==> src/rtl/pio_pkg.sv <==
package pio_pkg;

  localparam int PORT_W = 8;
  localparam int NIB_W  = PORT_W / 2;
  localparam int ADDR_W = 2;

  localparam logic [ADDR_W-1:0] ADR_A   = 2'd0;
  localparam logic [ADDR_W-1:0] ADR_B   = 2'd1;
  localparam logic [ADDR_W-1:0] ADR_C   = 2'd2;
  localparam logic [ADDR_W-1:0] ADR_CTL = 2'd3;

  localparam int CFG_FLAG_BIT = 7;
  localparam int CFG_A_BIT    = 4;
  localparam int CFG_CU_BIT   = 3;
  localparam int CFG_B_BIT    = 1;
  localparam int CFG_CL_BIT   = 0;

  // 1 in a field = group is input
  typedef struct packed {
    logic a_in;
    logic cu_in;
    logic b_in;
    logic cl_in;
  } pio_dir_t;

  localparam pio_dir_t DIR_ALL_IN = '{a_in: 1'b1, cu_in: 1'b1, b_in: 1'b1, cl_in: 1'b1};

  function automatic logic is_cfg_byte(input logic [PORT_W-1:0] d);
    return d[CFG_FLAG_BIT];
  endfunction

  function automatic pio_dir_t decode_dir(input logic [PORT_W-1:0] d);
    pio_dir_t r;
    r.a_in  = d[CFG_A_BIT];
    r.cu_in = d[CFG_CU_BIT];
    r.b_in  = d[CFG_B_BIT];
    r.cl_in = d[CFG_CL_BIT];
    return r;
  endfunction

  // Single-bit set/clear of a latch byte: cmd[3:1] index, cmd[0] value
  function automatic logic [PORT_W-1:0] bit_cmd_apply(input logic [PORT_W-1:0] lat,
                                                      input logic [PORT_W-1:0] cmd);
    logic [PORT_W-1:0] r;
    r = lat;
    r[cmd[3:1]] = cmd[0];
    return r;
  endfunction

  // Pick latch for output group, pins for input group
  function automatic logic [NIB_W-1:0] pick_nib(input logic is_in,
                                                input logic [NIB_W-1:0] lat,
                                                input logic [NIB_W-1:0] pin);
    return is_in ? pin : lat;
  endfunction

  function automatic logic [PORT_W-1:0] group_oe(input logic is_in);
    return is_in ? '0 : '1;
  endfunction

endpackage

==> src/rtl/pio_pin_sync.sv <==
module pio_pin_sync #(
  parameter int W      = 8,
  parameter int STAGES = 2
) (
  input  logic         clk,
  input  logic         rst_n,
  input  logic [W-1:0] pin_in,
  output logic [W-1:0] pin_smp
);

  logic [W-1:0] chain [STAGES];

  generate
    for (genvar s = 0; s < STAGES; s++) begin : g_stage
      if (s == 0) begin : g_first
        always_ff @(posedge clk or negedge rst_n) begin
          if (!rst_n) chain[s] <= '1;
          else        chain[s] <= pin_in;
        end
      end else begin : g_next
        always_ff @(posedge clk or negedge rst_n) begin
          if (!rst_n) chain[s] <= '1;
          else        chain[s] <= chain[s-1];
        end
      end
    end
  endgenerate

  assign pin_smp = chain[STAGES-1];

endmodule

==> src/rtl/pio_bus_if.sv <==
module pio_bus_if
  import pio_pkg::*;
(
  input  logic              clk,
  input  logic              rst_n,
  input  logic              cs_n,
  input  logic              rd_n,
  input  logic              wr_n,
  input  logic [ADDR_W-1:0] addr,
  input  logic [PORT_W-1:0] wdata,
  output logic              rd_active,
  output logic [ADDR_W-1:0] rd_addr,
  output logic              wr_commit,
  output logic [ADDR_W-1:0] wr_addr,
  output logic [PORT_W-1:0] wr_data
);

  logic rd_q, wr_q;
  logic wr_sel;
  logic rd_fall, wr_fall, wr_rise;

  assign rd_fall   = rd_q & ~rd_n;
  assign wr_fall   = wr_q & ~wr_n;
  assign wr_rise   = ~wr_q & wr_n;
  assign wr_commit = wr_rise & wr_sel;

  always_ff @(posedge clk or negedge rst_n) begin
    if (!rst_n) begin
      rd_q      <= 1'b1;
      wr_q      <= 1'b1;
      rd_active <= 1'b0;
      rd_addr   <= '0;
      wr_sel    <= 1'b0;
      wr_addr   <= '0;
      wr_data   <= '0;
    end else begin
      rd_q <= rd_n;
      wr_q <= wr_n;
      // address and select frozen at the strobe's falling edge
      if (rd_fall) begin
        rd_addr   <= addr;
        rd_active <= ~cs_n;
      end else if (rd_n) begin
        rd_active <= 1'b0;
      end
      if (wr_fall) begin
        wr_addr <= addr;
        wr_sel  <= ~cs_n;
      end else if (wr_rise) begin
        wr_sel  <= 1'b0;
      end
      if (!wr_n) wr_data <= wdata;
    end
  end

endmodule

==> src/rtl/pio_regs.sv <==
module pio_regs
  import pio_pkg::*;
(
  input  logic              clk,
  input  logic              rst_n,
  input  logic              wr_commit,
  input  logic [ADDR_W-1:0] wr_addr,
  input  logic [PORT_W-1:0] wr_data,
  output pio_dir_t          dir,
  output logic [PORT_W-1:0] lat_a,
  output logic [PORT_W-1:0] lat_b,
  output logic [PORT_W-1:0] lat_c,
  output logic              cfg_wr,
  output logic              bit_wr
);

  logic ctl_hit;

  assign ctl_hit = wr_commit && (wr_addr == ADR_CTL);
  assign cfg_wr  = ctl_hit &&  is_cfg_byte(wr_data);
  assign bit_wr  = ctl_hit && !is_cfg_byte(wr_data);

  always_ff @(posedge clk or negedge rst_n) begin
    if (!rst_n) begin
      dir   <= DIR_ALL_IN;
      lat_a <= '0;
      lat_b <= '0;
      lat_c <= '0;
    end else if (cfg_wr) begin
      dir   <= decode_dir(wr_data);
      lat_a <= '0;
      lat_b <= '0;
      lat_c <= '0;
    end else if (bit_wr) begin
      lat_c <= bit_cmd_apply(lat_c, wr_data);
    end else if (wr_commit) begin
      unique case (wr_addr)
        ADR_A:   lat_a <= wr_data;
        ADR_B:   lat_b <= wr_data;
        ADR_C:   lat_c <= wr_data;
        default: ;
      endcase
    end
  end

endmodule

==> src/rtl/pio_read_mux.sv <==
module pio_read_mux
  import pio_pkg::*;
(
  input  logic [ADDR_W-1:0] rd_addr,
  input  pio_dir_t          dir,
  input  logic [PORT_W-1:0] lat_b,
  input  logic [PORT_W-1:0] lat_c,
  input  logic [PORT_W-1:0] smp_a,
  input  logic [PORT_W-1:0] smp_b,
  input  logic [PORT_W-1:0] smp_c,
  output logic [PORT_W-1:0] rdata
);

  always_comb begin
    unique case (rd_addr)
      ADR_A:   rdata = smp_a;
      ADR_B:   rdata = dir.b_in ? smp_b : lat_b;
      ADR_C:   rdata = {pick_nib(dir.cu_in, lat_c[PORT_W-1:NIB_W], smp_c[PORT_W-1:NIB_W]),
                        pick_nib(dir.cl_in, lat_c[NIB_W-1:0],      smp_c[NIB_W-1:0])};
      default: rdata = '1;
    endcase
  end

endmodule

==> src/rtl/pio_ctrl.sv <==
module pio_ctrl
  import pio_pkg::*;
#(
  parameter int SYNC_STAGES = 2
) (
  input  logic       clk,
  input  logic       rst_n,
  input  logic       cs_n,
  input  logic       rd_n,
  input  logic       wr_n,
  input  logic [1:0] addr,
  input  logic [7:0] wdata,
  output logic [7:0] rdata,
  output logic       rdata_oe,
  input  logic [7:0] pa_in,
  output logic [7:0] pa_out,
  output logic [7:0] pa_oe,
  input  logic [7:0] pb_in,
  output logic [7:0] pb_out,
  output logic [7:0] pb_oe,
  input  logic [7:0] pc_in,
  output logic [7:0] pc_out,
  output logic [7:0] pc_oe
);

  // named internal events for the checker
  logic              rd_active;
  logic [ADDR_W-1:0] rd_addr;
  logic              wr_commit;
  logic [ADDR_W-1:0] wr_addr;
  logic [PORT_W-1:0] wr_data;
  logic              cfg_wr;
  logic              bit_wr;
  pio_dir_t          dir;
  logic [PORT_W-1:0] lat_a, lat_b, lat_c;
  logic [PORT_W-1:0] smp_a, smp_b, smp_c;

  pio_bus_if i_bus (
    .clk(clk), .rst_n(rst_n), .cs_n(cs_n), .rd_n(rd_n), .wr_n(wr_n),
    .addr(addr), .wdata(wdata),
    .rd_active(rd_active), .rd_addr(rd_addr),
    .wr_commit(wr_commit), .wr_addr(wr_addr), .wr_data(wr_data)
  );

  pio_regs i_regs (
    .clk(clk), .rst_n(rst_n),
    .wr_commit(wr_commit), .wr_addr(wr_addr), .wr_data(wr_data),
    .dir(dir), .lat_a(lat_a), .lat_b(lat_b), .lat_c(lat_c),
    .cfg_wr(cfg_wr), .bit_wr(bit_wr)
  );

  logic [PORT_W-1:0] pins_in  [3];
  logic [PORT_W-1:0] pins_smp [3];
  assign pins_in[0] = pa_in;
  assign pins_in[1] = pb_in;
  assign pins_in[2] = pc_in;

  generate
    for (genvar p = 0; p < 3; p++) begin : g_sync
      pio_pin_sync #(.W(PORT_W), .STAGES(SYNC_STAGES)) i_sync (
        .clk(clk), .rst_n(rst_n), .pin_in(pins_in[p]), .pin_smp(pins_smp[p])
      );
    end
  endgenerate

  assign smp_a = pins_smp[0];
  assign smp_b = pins_smp[1];
  assign smp_c = pins_smp[2];

  pio_read_mux i_rmux (
    .rd_addr(rd_addr), .dir(dir),
    .lat_b(lat_b), .lat_c(lat_c),
    .smp_a(smp_a), .smp_b(smp_b), .smp_c(smp_c),
    .rdata(rdata)
  );

  assign rdata_oe = rd_active;

  assign pa_out = lat_a;
  assign pb_out = lat_b;
  assign pc_out = lat_c;
  assign pa_oe  = group_oe(dir.a_in);
  assign pb_oe  = group_oe(dir.b_in);
  assign pc_oe  = {group_oe(dir.cu_in)[PORT_W-1:NIB_W], group_oe(dir.cl_in)[NIB_W-1:0]};

endmodule

==> config.mk <==
export PLATFORM = sky130hd
export DESIGN_NAME = pio_ctrl
export DESIGN_NICKNAME = d
export VERILOG_FILES = /design/src/rtl/pio_pkg.sv /design/src/rtl/pio_pin_sync.sv /design/src/rtl/pio_bus_if.sv /design/src/rtl/pio_regs.sv /design/src/rtl/pio_read_mux.sv /design/src/rtl/pio_ctrl.sv
export SDC_FILE = /design/constraint.sdc
export NUM_CORES = 1
export LEC_CHECK = 0
export ABC_AREA = 1
export BUFFER_PORTS_ARGS = -buffer_cell sky130_fd_sc_hd__buf_4
export CAP_MARGIN = 10
export CORE_MARGIN = 2
export CORE_UTILIZATION = 52
export CTS_CLUSTER_DIAMETER = 120
export DETAILED_ROUTE_END_ITERATION = 6
export GPL_TIMING_DRIVEN = 0
export PLACE_DENSITY = 0.87
export SKIP_LAST_GASP = 1
export SYNTH_ARGS = -nofsm -noshare
export SYNTH_HDL_FRONTEND = slang
export SYNTH_SLANG_ARGS = --single-unit
export TNS_END_PERCENT = 1
==> constraint.sdc <==
create_clock -name clk -period 2.6 [get_ports clk]
set_clock_uncertainty 0.1 [all_clocks]
set_input_delay 0.78 -clock clk [delete_from_list [all_inputs] [get_ports clk]]
set_output_delay 0.78 -clock clk [all_outputs]
set_load 0.05 [all_outputs]
==> impl_metrics.toml, run 1 <==
[outcome]
status = "completed"

[timing]
setup_viol = 0
hold_slack_ps = 245
min_period_ps = 2590
finalWorstSetupSlack_ps = 12.2
worstMarginPinSlew_ps = 1070
setup_tns_ps = 0
finalCritPeriodShare = 0.995
timing_hold_violations_final = 0
slew_violations = 0
slew_headroom = 0.290
max_freq_mhz = 386
rsz0062_at_grt = "yes"

[detailed_routing]
wl_um = 8260
dr.pass1.iters = 5
via_per_inst = 5.02
postRouteAntennaNets = 0
routedWlPerCell_um = 14.5
drt_iter0_markers = 224
dr_total_vias = 2867
drc_errors = 0

[die]
row_count = 30
dieArea_sq_um = 7850
die_h_um = 88.6
ios = 96
start_util = 0.542
core_area_sq_um = 6870
die_w_um = 88.6

[pwr]
leakage_nw = 2.33
ir_drop_mv = 0.514
p_per_area_nw_per_um2 = 818

[setup_path]
cpLargestDelayFamily = "flip-flops"
crit_path_start_kind = "flip-flop"
critPathSlowestCell = "dfstp_2"
crit_chain = "clkinvlp_4 -> a21oi_2 -> o21ai_1 -> o211ai_1 -> buf_4"
crit_required_ps = 1720
worstSetupPathType = "flip-flop to output pin"
critPathMaxStageDelay_ps = 600
cp.arrival_ps = 1710
worstPathMaxFanout = 7
worstSetupEndpointType = "output pin"
worst-path-buf-inv = 2

[cts]
clockBufferDepth = 2
clk_root_buffer_cell = "clkbuf_8"
cts_max_level = 3
cts_sinks = 92
clk_pin_slew_ps = 100
tritoncts = "built"
cts-buffers-inserted = 9
clock_latency_ps = 370

[global_routing]
antenna_found_initial = 0
grt_pass1_vias = 2831
grt_start_max_net_pins = 93
grt_pass1_wl_um = 13000
grt_overflow = 0
grt.total_usage = 0.224

[place]
pre_cts_ws_ps = 175
numPortBuffers = 95
place_area_sq_um = 4560
gp_congestion = 0.854
dp.cells = 550
post-dp-hpwl_um = 6030

[logic_synthesis]
yosys.cell_types.count = 30
yosysWarnings = 0
seq_area_frac_synth = 0.637
synth_area_per_cell_sq_um = 10.4
synth_area_leaders = "dfstp_2, dfrtp_1, nand2_1, buf_4, nor2_1"
synthCells = 359
synth-seq-cells = 92
synth.cell_area_sq_um = 3720
yosys.area.top_type = "dfstp_2"
syn_nets = 400
yosys.area.top_type_share = 0.381

[finish]
final_nets = 511
fin_area_sq_um = 4830
final_cells = 571
fillers = 523
layout-drive-gt1-share = 0.474
num_antenna_cells = 0
area_growth_pct = 29.9

[run]
cap_viol_max_count = 0

[min_path]
hp-class = "flip-flop to flip-flop"
Yosys cell counts, drive strengths merged:
cell type,instances
nand2,91
ha,2
o21ai,45
a211oi,1
nand3,17
nand4,1
a21oi,11
inv,19
clkbuf,3
nor2,40
dfrtp,38
o31ai,1
buf,24
o211ai,8
mux2,1
nor3,1
dfstp,54
clkinv,2
layout by cell type (no fill, tap or decap), drive strengths merged, types with 2 or more instances in the layout:
cell type / count
a21oi: 11
buf: 124
clkbuf: 12
clkinv: 3
dfrtp: 38
dfstp: 54
ha: 2
inv: 24
nand2: 91
nand3: 17
nor2: 40
o211ai: 8
o21ai: 45
area by class of cell:
type | instances | area, sq um | area share
flip-flops and latches | 92 | 2370 | 0.491
multi-input cells | 219 | 1110 | 0.230
repair buffers | 101 | 762 | 0.158
plain buffers | 26 | 189 | 0.0391
clock buffers | 9 | 124 | 0.0256
well taps | 96 | 120 | 0.0249
inverters | 21 | 92.6 | 0.0192
clock inverters | 7 | 62.6 | 0.0129
sequential cells by signal, indices dropped and copies added, names as in the netlist:
signal and cells:
g_sync.i_sync.chain 24, i_regs.lat_a 8, i_bus.wr_addr 2, i_regs.lat_b 8, i_bus.rd_addr 2, i_bus.wr_q 1
i_bus.rd_q 1, g_sync.i_sync.pin_smp 24, i_regs.lat_c 8, i_bus.wr_sel 1, i_bus.rd_active 1, i_regs.dir 4
i_bus.wr_data 8
worst paths after layout:
| check | endpoint | slack (ps) | startpoint | depth (start not counted) |
|---|---|---|---|---|
| setup / recovery | rdata[0] | 10 | i_regs.dir[0] | 5 |
| hold / removal | g_sync[0].i_sync.pin_smp[3] | 250 | g_sync[0].i_sync.chain[11] | 0 |
| setup reg to reg | i_regs.lat_a[6] | 730 | i_bus.wr_q | 10 |
| hold reg to reg | g_sync[0].i_sync.pin_smp[3] | 250 | g_sync[0].i_sync.chain[11] | 0 |
| max in group asynchronous | i_bus.rd_addr[1] | 1150 | rst_n | 1 |
| min in group asynchronous | i_regs.lat_b[2] | 510 | rst_n | 1 |
timing repair:
| item | 4_1_cts | 5_1_grt |
|---|---|---|
| endpoints found under the hold margin | 0 | 0 |
| gates resized for setup | 6 | 13 |
| setup endpoints to repair | 15 | 8 |
| pin swaps | 0 | 3 |
| buffers inserted | 2 | 4 |
| hold buffers | 0 | 0 |
layer usage:
layer / global-route usage / vias to the layer above / part of all wire
met2: 0.388 / 110 / 0.53
met1: 0.271 / 1374 / 0.39
met3: 0.0644 / 15 / 0.063
li1: - / 1368 / -
met4: 0.0702 / 0 / 0.016
met5: 0 / - / 0
logic make-up after synthesis:
| family | after synthesis | synth area share |
|---|---|---|
| flops | 92 | 0.637 |
| mux | 1 | 0.00303 |
| buf+inv | 48 | 0.0746 |
| compound gates | 66 | 0.104 |
| fa+ha+maj | 2 | 0.00672 |
| simple gates | 150 | 0.175 |
stage by stage:
stage	power (mW)	utilization
finish	3.95	0.703
detailed placement	3.04	0.663
global placement	3.00	0.663
floorplan	2.62	-
global route	4.13	0.703
CTS	3.94	0.694
power breakdown:
group | switching (mW) | internal (mW) | leakage [nW]
Sequential | 0.123 | 1.63 | 1.05
Combinational | 0.893 | 0.398 | 1.18
Clock | 0.537 | 0.372 | 0.0988
Total | 1.55 | 2.40 | 2.33
Power figures use the tool's default switching activity.
==> run 2: changes to the inputs <==
--- a/config.mk
+++ b/config.mk
@@ -13,6 +13,7 @@
 export CTS_CLUSTER_DIAMETER = 120
 export DETAILED_ROUTE_END_ITERATION = 6
 export GPL_TIMING_DRIVEN = 0
+export MAX_ROUTING_LAYER = met4
 export PLACE_DENSITY = 0.87
 export SKIP_LAST_GASP = 1
 export SYNTH_ARGS = -nofsm -noshare
==> impl_metrics.toml, run 2 (same netlist as run 1, synthesis figures left out) <==
[outcome]
status = "completed"

[finish]
layout-drive-gt1-share = 0.472
final_cells = 571
num_antenna_cells = 0
layout_commonest_cell = "buf_4"
mostFrequentLayoutCells = "buf_4, nand2_1, dfstp_2"
final_nets = 511
fillers = 523
final_util = 0.703
area_growth_pct = 29.8

[die]
die_w_um = 88.6
core_area_sq_um = 6870
ios = 96
dieArea_sq_um = 7850
die_h_um = 88.6
row_count = 30
start_util = 0.542

[timing]
hold_slack_ps = 248
max_freq_mhz = 385
finalCritPeriodShare = 0.999
rsz0062_at_grt = "yes"
timing_hold_violations_final = 0
setup_viol = 0
slew_violations = 0
slew_headroom = 0.296
min_period_ps = 2600
worstMarginPinSlew_ps = 1060

[min_path]
min_from = "g_sync[0].i_sync.chain[11]"
hold_path_depth = 0
hold_end = "g_sync[0].i_sync.pin_smp[3]"
hp-class = "flip-flop to flip-flop"

[cts]
postCtsHoldBufs = 0
cts_max_level = 3
tritoncts = "built"
clock_latency_ps = 360
clk_root_buffer_cell = "clkbuf_8"
cts-buffers-inserted = 9
clk_pin_slew_ps = 100
clockBufferDepth = 2
cts_sinks = 92

[setup_path]
worstSetupPathType = "flip-flop to output pin"
r2r_cells = 10
worstSetupEndpointType = "output pin"
worstPathMaxFanout = 7
reg2reg_slack_ps = 740
r2r-start = "i_bus.wr_q"
r2r-end = "i_regs.lat_a[6]"
cp.arrival_ps = 1720
crit_required_ps = 1720
crit_path_start_kind = "flip-flop"

[pwr]
p_per_area_nw_per_um2 = 816
leakage_nw = 2.33
power.total_mw = 3.94
ir_drop_mv = 0.538

[detailed_routing]
drc_errors = 0
dr.pass1.iters = 4
postRouteAntennaNets = 0
via_per_inst = 5.01
routedWlPerCell_um = 14.3
wl_um = 8180
drt_iter0_markers = 177
dr_total_vias = 2861

[global_routing]
antenna_found_initial = 0
grt.total_usage = 0.232
grt_pass1_vias = 2816
grt_start_max_net_pins = 93
grt_overflow = 0
grt_pass1_wl_um = 13100

[place]
dp.cells = 550
post-dp-hpwl_um = 6030
gp_congestion = 0.867
numPortBuffers = 95

[run]
cap_viol_max_count = 0
run 2: cell counts in the layout (fill, tap and decap cells not counted):
No cell type changed its count.
run 2: how the worst max path moves through the flow:
stage,to,slack [ps],startpoint,depth (start not counted)
floorplan,rdata[5],50,i_regs.dir[1],4
global placement,rdata[0],260,i_regs.dir[1],5
detailed placement,rdata[5],180,i_regs.dir[1],5
CTS,rdata[5],-10,i_bus.rd_addr[1],4
global route,rdata[0],-90,i_regs.dir[0],5
finish,rdata[0],3,i_regs.dir[0],5
run 2: power breakdown:
part / total (mW) / internal (mW) / switching, mW / leakage (nW)
sequential: 1.75 / 1.63 / 0.122 / 1.05
combinational: 1.29 / 0.397 / 0.890 / 1.18
clock: 0.905 / 0.373 / 0.533 / 0.0988
total: 3.94 / 2.40 / 1.54 / 2.33
run 2: worst max-delay path: stages (launching register included):
cell and delay (ps):
dfstp_2 600, clkinvlp_4 180, a21oi_2 180, o21ai_2 80, o211ai_1 90, buf_4 230
run 2: layout make-up:
class                   count  area (sq um)  area share
plain buffers              26           189      0.0391
clock buffers               9           124      0.0257
clock inverters             7          62.6      0.0130
inverters                  21          92.6      0.0192
multi-input cells         219          1110       0.229
flip-flops and latches     92          2370       0.491
well taps                  96           120      0.0249
repair buffers            101           762       0.158
run 2: layer usage:
| metal | global-route usage | vias to the layer above | part of all wire |
|---|---|---|---|
| met1 | 0.275 | 1375 | 0.39 |
| met2 | 0.388 | 105 | 0.54 |
| met5 | - | - | 0 |
| li1 | - | 1368 | - |
| met3 | 0.0634 | 13 | 0.059 |
| met4 | 0.0702 | 0 | 0.016 |
run 2: through the flow:
| step | cell area (sq um) | setup slack, ps | TNS (ps) |
|---|---|---|---|
| 2_1_floorplan | 3720 | 48.3 | 0 |
| 3_3_place_gp | 4560 | 261 | 0 |
| 3_5_place_dp | 4560 | 175 | 0 |
| 4_1_cts | 4770 | -9.53 | -9.53 |
| 5_1_grt | 4830 | -85.1 | -394 |
| 6_report | 4830 | 2.75 | 0 |
run 2: timing repair:
action | CTS | global route
setup buffers | 2 | 4
setup endpoints to repair | 15 | 8
pin swaps | 0 | 3
resized for setup | 6 | 13
